## src/rtl/pstart_pkg.sv

```systemverilog
package pstart_pkg;

    typedef enum logic [2:0] {
        RGN_ROM  = 3'd0,
        RGN_RAM  = 3'd1,
        RGN_LOW  = 3'd2,
        RGN_HOLE = 3'd3,
        RGN_HIGH = 3'd4
    } region_e;

    typedef struct packed {
        logic run;
        logic refused;
    } gate_state_t;

endpackage

```

## src/rtl/pstart_cache_window.sv

```systemverilog
module pstart_cache_window #(
    parameter int ADDR_W = 16,
    parameter int WINDOW = 512
) (
    input  logic              cache_on,
    input  logic [ADDR_W-1:0] cache_base,
    input  logic [ADDR_W-1:0] pc,
    output logic              hit
);
    localparam int SUM_W = ADDR_W + 1;
    localparam logic [SUM_W-1:0] WIN_EXT = SUM_W'(WINDOW);

    logic [SUM_W-1:0] limit_d;
    logic             above_d;
    logic             below_d;

    always_comb begin
        limit_d = {1'b0, cache_base} + WIN_EXT;
        above_d = (pc >= cache_base);
        below_d = ({1'b0, pc} < limit_d);
        hit     = cache_on & above_d & below_d;
    end
endmodule

```

## src/rtl/pstart_bank_decode.sv

```systemverilog
module pstart_bank_decode
    import pstart_pkg::*;
#(
    parameter int RAM_BANKS = 2,
    parameter int ROM_BANKS = 32,
    parameter int RAM_IW    = (RAM_BANKS > 1) ? $clog2(RAM_BANKS) : 1,
    parameter int ROM_IW    = (ROM_BANKS > 1) ? $clog2(ROM_BANKS) : 1
) (
    input  logic [7:0]        bank,
    input  logic [15:0]       pc,
    output region_e           region,
    output logic [RAM_IW-1:0] ram_idx,
    output logic [ROM_IW-1:0] rom_idx
);
    localparam logic [7:0] LOW_TOP   = 8'h40;
    localparam logic [7:0] HOLE_LO   = 8'h60;
    localparam logic [7:0] HOLE_HI   = 8'h6F;
    localparam logic [7:0] RAM_LO    = 8'h70;
    localparam logic [7:0] RAM_HI    = 8'h73;
    localparam logic [7:0] HIGH_LO   = 8'h74;

    region_e region_d;

    always_comb begin
        if ((bank < LOW_TOP) && !pc[15])
            region_d = RGN_LOW;
        else if ((bank >= HOLE_LO) && (bank <= HOLE_HI))
            region_d = RGN_HOLE;
        else if (bank >= HIGH_LO)
            region_d = RGN_HIGH;
        else if ((bank >= RAM_LO) && (bank <= RAM_HI))
            region_d = RGN_RAM;
        else
            region_d = RGN_ROM;
        region = region_d;
    end

    generate
        if (RAM_BANKS > 1) begin : g_ram_mod
            always_comb ram_idx = RAM_IW'(int'(bank[1:0]) % RAM_BANKS);
        end else begin : g_ram_one
            always_comb ram_idx = '0;
        end
        if (ROM_BANKS > 1) begin : g_rom_mod
            always_comb rom_idx = ROM_IW'(int'(bank[6:0]) % ROM_BANKS);
        end else begin : g_rom_one
            always_comb rom_idx = '0;
        end
    endgenerate
endmodule

```

## src/rtl/pstart_gate.sv

```systemverilog
module pstart_gate
    import pstart_pkg::*;
#(
    parameter int WINDOW    = 512,
    parameter int RAM_BANKS = 2,
    parameter int ROM_BANKS = 32,
    parameter int RAM_IW    = (RAM_BANKS > 1) ? $clog2(RAM_BANKS) : 1,
    parameter int ROM_IW    = (ROM_BANKS > 1) ? $clog2(ROM_BANKS) : 1
) (
    input  logic              clk,
    input  logic              rst_n,
    input  logic [7:0]        prog_bank,
    input  logic [15:0]       prog_pc,
    input  logic              rom_grant,
    input  logic              ram_grant,
    input  logic              cache_on,
    input  logic [15:0]       cache_base,
    input  logic              start_req,
    output logic              start_ok,
    output logic [2:0]        region_code,
    output logic [RAM_IW-1:0] ram_index,
    output logic [ROM_IW-1:0] rom_index,
    output logic              run_flag,
    output logic              start_refused
);
    logic        hit;
    region_e     region;
    gate_state_t st_d, st_q;
    logic        ok_d;

    pstart_cache_window #(.ADDR_W(16), .WINDOW(WINDOW)) u_win (
        .cache_on  (cache_on),
        .cache_base(cache_base),
        .pc        (prog_pc),
        .hit       (hit)
    );

    pstart_bank_decode #(
        .RAM_BANKS(RAM_BANKS), .ROM_BANKS(ROM_BANKS),
        .RAM_IW(RAM_IW), .ROM_IW(ROM_IW)
    ) u_dec (
        .bank   (prog_bank),
        .pc     (prog_pc),
        .region (region),
        .ram_idx(ram_index),
        .rom_idx(rom_index)
    );

    always_comb begin
        if (hit)
            ok_d = 1'b1;
        else begin
            unique case (region)
                RGN_RAM: ok_d = ram_grant;
                RGN_ROM: ok_d = rom_grant;
                default: ok_d = 1'b0;
            endcase
        end

        st_d = st_q;
        st_d.refused = 1'b0;
        if (start_req) begin
            st_d.run     = ok_d;
            st_d.refused = ~ok_d;
        end
    end

    always_ff @(posedge clk) begin
        if (!rst_n)
            st_q <= '0;
        else
            st_q <= st_d;
    end

    assign start_ok      = ok_d;
    assign region_code   = region;
    assign run_flag      = st_q.run;
    assign start_refused = st_q.refused;

    a_r1_cache_override: assert property (@(posedge clk) disable iff (!rst_n)
        hit |-> start_ok);

    a_r3_hole_refused: assert property (@(posedge clk) disable iff (!rst_n)
        (!hit && region == RGN_HOLE) |-> !start_ok);

    a_r9_refuse_clears_go: assert property (@(posedge clk) disable iff (!rst_n)
        (start_req && !start_ok) |=> (!run_flag && start_refused));

    a_r9_accept_sets_go: assert property (@(posedge clk) disable iff (!rst_n)
        (start_req && start_ok) |=> (run_flag && !start_refused));

    a_r10_idle_holds: assert property (@(posedge clk) disable iff (!rst_n)
        !start_req |=> ($stable(run_flag) && !start_refused));
endmodule

```

## config.mk

```make
export PLATFORM = sky130hd
export DESIGN_NAME = pstart_gate
export DESIGN_NICKNAME = d
export VERILOG_FILES = /design/src/rtl/pstart_pkg.sv /design/src/rtl/pstart_cache_window.sv /design/src/rtl/pstart_bank_decode.sv /design/src/rtl/pstart_gate.sv
export SDC_FILE = /design/constraint.sdc
export NUM_CORES = 1
export LEC_CHECK = 0
export BUFFER_PORTS_ARGS = -buffer_cell sky130_fd_sc_hd__buf_2
export CAP_MARGIN = 20
export CORE_ASPECT_RATIO = 0.8
export CORE_MARGIN = 2
export CORE_UTILIZATION = 38
export DETAILED_ROUTE_END_ITERATION = 6
export PLACE_DENSITY = 0.76
export SLEW_MARGIN = 20
export SYNTH_ARGS = -nofsm -noshare
export SYNTH_HDL_FRONTEND = slang
export SYNTH_SLANG_ARGS = --single-unit
```

## constraint.sdc

```tcl
create_clock -name clk -period 3.4 [get_ports clk]
set_input_delay 1.02 -clock clk [delete_from_list [all_inputs] [get_ports clk]]
set_output_delay 1.02 -clock clk [all_outputs]
set_load 0.005 [all_outputs]
```

==> reports/results.tsv <==
metric	value	unit
status	complete, but fails checks	
failing checks	negative setup slack	
register area share after synthesis	4.46	%
Yosys top cell area share	33.4	%
Worst slew margin	64.2	%
area of the core	2200	sq um
dpl hpwl	2.43	mm
RD Place Congestion	0.888	
Layout Nets	265	
Post-synth top flop	dfxtp_1	
final WL	3.07	mm
clock root buffer	clkbuf_4	
CP max FO	5	
# diodes	0	
IO Pins	58	
Post-Route Skew	0	ns
Critical Path, Cell by Cell	buf_2 > buf_4 > inv_1 > ha_1 > nand4_1 > a211oi_2 > o31ai_1 > o21ai_1 > o311ai_2 > nand2b_1 > buf_2	
area leader, netlist	ha_1	
Sink Count	2	
unrepaired setup endpoints after global routing	yes	
first-pass GRT wire length	4.37	mm
WS Path Type	in2out	
Net Sw Power	0.0995	mW
Synth area leaders	ha_1 33%, inv_1 7.1%, a21oi_1 5.0%	
maximum clock frequency	265	MHz
Synth async-reset ratio	0	%
TritonCTS clock tree	done	
share of layout cells above drive strength 1	50.8	%
PortBufs	52	
DR iter-0 viols	15	
worst path arrival time	2.75	ns
fin crit share	111	%
Switching Fraction	37.9	%
antenna-violating nets left	0	
final core utilization	66.6	%
syn_nets	188	
Num CTS Buffers	3	
Distinct cells, synth	33	
pwr/cell area	180	nW/um^2
WP buf/inv	4	
number of global-route vias before repair	1104	
Register Area	40.0	sq um
crit path launch type	primary input	
vias	1163	
worst-margin pin slew	0.532	ns
initial antenna violation count	0	
Power, Total	0.263	mW
YS warnings	0	
Multi-input gate area	830	sq um
Worst Path Required	2.38	ns
Hold Violations, Final	0	
DR WL/cell	14.1	um
global route overflow	0	
internal power	0.163	mW
Layout fillers	160	
dpl cells	213	
maximum vdd drop	0.000172	V
Post-Syn Area	898	sq um
clock group share of total power	18.6	%
Clk Latency, worst-skew pair	0.21	ns
pin count of the biggest net entering global routing	6	
setup TNS	-0.373	ns
Vias/cell	5.33	
Largest stage delay, worst path	0.31	ns
MaxCap Viol Count	0	
Critical-path top delay cell	ha_1	
Placed Area	1330	sq um
Final Slew Violations	0	
Top delay family on crit path	compound AO/OA/AOI/OAI gates	
cell count after synthesis	118	
Avg Inst Size Synth	7.61	sq um
Layout area overhead	62.7	%
DRC Markers	0	
Setup-failing EPs final	1	
die width	58.4	um
die extent in y	47.5	um
Hold Crit Class	reg2reg	
die area	2770	sq um
Final WS setup	-0.373	ns
cell row count	15	
deepest clock path buffer count	2	
FF+latch count, synth	2	
power share of the combinational group	71.7	%
LEAKAGE	0.791	nW
number of synthesized flops with an enable pin	0	
final std cells w/o fill	218	
htree depth	1	
Clk pin slew, worst setup/hold paths	0.03	ns
Worst setup EP type	output pin	
Final Instance Area	1460	sq um
min Tclk post-route	3.77	ns
starting density of the core	40.9	%
DRT Pass-1 Iters	4	
crit-path most repeated cell	buf_2	
Seq pwr share	9.8	%
Total GRT Usage	20.4	%
## final timing paths
path / end / slack, ns / startpoint / depth (start not counted)
worst max-delay path: start_ok / -0.37 / cache_base[9] / 11
worst min-delay path: run_flag / 0.58 / run_flag / 3
worst max register to register: run_flag / 2.61 / run_flag / 3
worst min register to register: run_flag / 0.58 / run_flag / 3
## cells by family (layout without fill, tap and decap cells)
group / after synthesis / after routing / share of synthesized area, %
xor+xnor: 5 / 5 / 4.87
simple gates: 30 / 30 / 18.9
flops: 2 / 2 / 4.46
compound gates: 34 / 34 / 26.2
fa+ha+maj: 24 / 24 / 33.4
buf+inv: 23 / 98 / 12.1
## cell usage after synthesis, drive strengths merged (3+ instances only)
| master | instances |
|---|---|
| inv | 17 |
| nor3 | 4 |
| nand2 | 4 |
| o21a | 4 |
| nand3 | 7 |
| o21ai | 4 |
| ha | 24 |
| a21oi | 9 |
| xnor2 | 5 |
| buf | 6 |
| a21o | 3 |
| nand4 | 4 |
## per-layer routing
metal  vias up  track usage [%]  share of wire [%]  wire length (um)
met5         -                0                  0                 0
met4         0             1.40               0.26                 8
met3         2             1.89                3.0                92
met1       552             25.6                 44              1340
met2        19             40.4                 53              1630
li1        590                -                  -                 -
## worst register-to-register path: stages (launching register included)
cell and delay (ns):
dfxtp_1 0.29, and3b_1 0.16, a31oi_1 0.12, o21ai_0 0.09
## layout make-up
type                            instances  share of cell area (%)
Clock buffer                            3                    1.54
Inverter                               17                    4.54
Multi-Input combinational cell         93                    56.8
Sequential cell                         2                    2.74
Tap cell                               25                    2.14
Timing Repair Buffer                   78                    32.3
## sequential cells by signal, indices dropped and copies added (netlist names)
| signal | flops |
|---|---|
| start_refused | 1 |
| run_flag | 1 |
## stage by stage
stage / setup slack [ns] / hold WS (ns)
after floorplan: 0.0112 / 0.582
after global placement: -0.232 / 0.573
after detailed placement: -0.315 / 0.591
after CTS: -0.272 / 0.597
after global routing: -0.467 / 0.630
final: -0.373 / 0.584
## placed cells by master, fill, tap and decap left out, types with 2 or more instances in the layout
| cell type | synthesis | final |
|---|---|---|
| buf_2 | 0 | 50 |
| buf_4 | 6 | 26 |
| ha_1 | 24 | 22 |
| inv_1 | 17 | 15 |
| a21oi_1 | 9 | 6 |
| nand3_1 | 7 | 6 |
| nand2_1 | 4 | 4 |
| nand4_1 | 4 | 4 |
| o21a_1 | 4 | 4 |
| xnor2_1 | 5 | 4 |
| a21oi_2 | 0 | 3 |
| a21o_1 | 3 | 3 |
| clkbuf_4 | 0 | 3 |
| o31ai_1 | 2 | 2 |
| nor3_1 | 4 | 2 |
| nor2b_1 | 2 | 2 |
| nor2_1 | 2 | 2 |
| o21ai_1 | 1 | 2 |
| nand2b_1 | 2 | 2 |
| o21ai_0 | 3 | 2 |
| nor3_2 | 0 | 2 |
| dfxtp_1 | 2 | 2 |
## power groups by stage
| stage | Clock, mW | Combinational, mW | Sequential, mW |
|---|---|---|---|
| after global routing | 0.0553 | 0.207 | 0.0260 |
| after CTS | 0.0508 | 0.173 | 0.0257 |
| after global placement | 0 | 0.155 | 0.0259 |
| final | 0.0488 | 0.188 | 0.0257 |
| after floorplan | 0 | 0.0855 | 0.0262 |
| after detailed placement | 0 | 0.163 | 0.0260 |
## what timing repair did
action,in CTS,in global routing
resized for setup,12,9
endpoints found under the hold margin,0,0
hold buffers,0,0
endpoints found under the setup margin,1,1
setup buffers,2,0
pin swaps,8,6
Note: power is estimated with default switching activity, not from simulation.
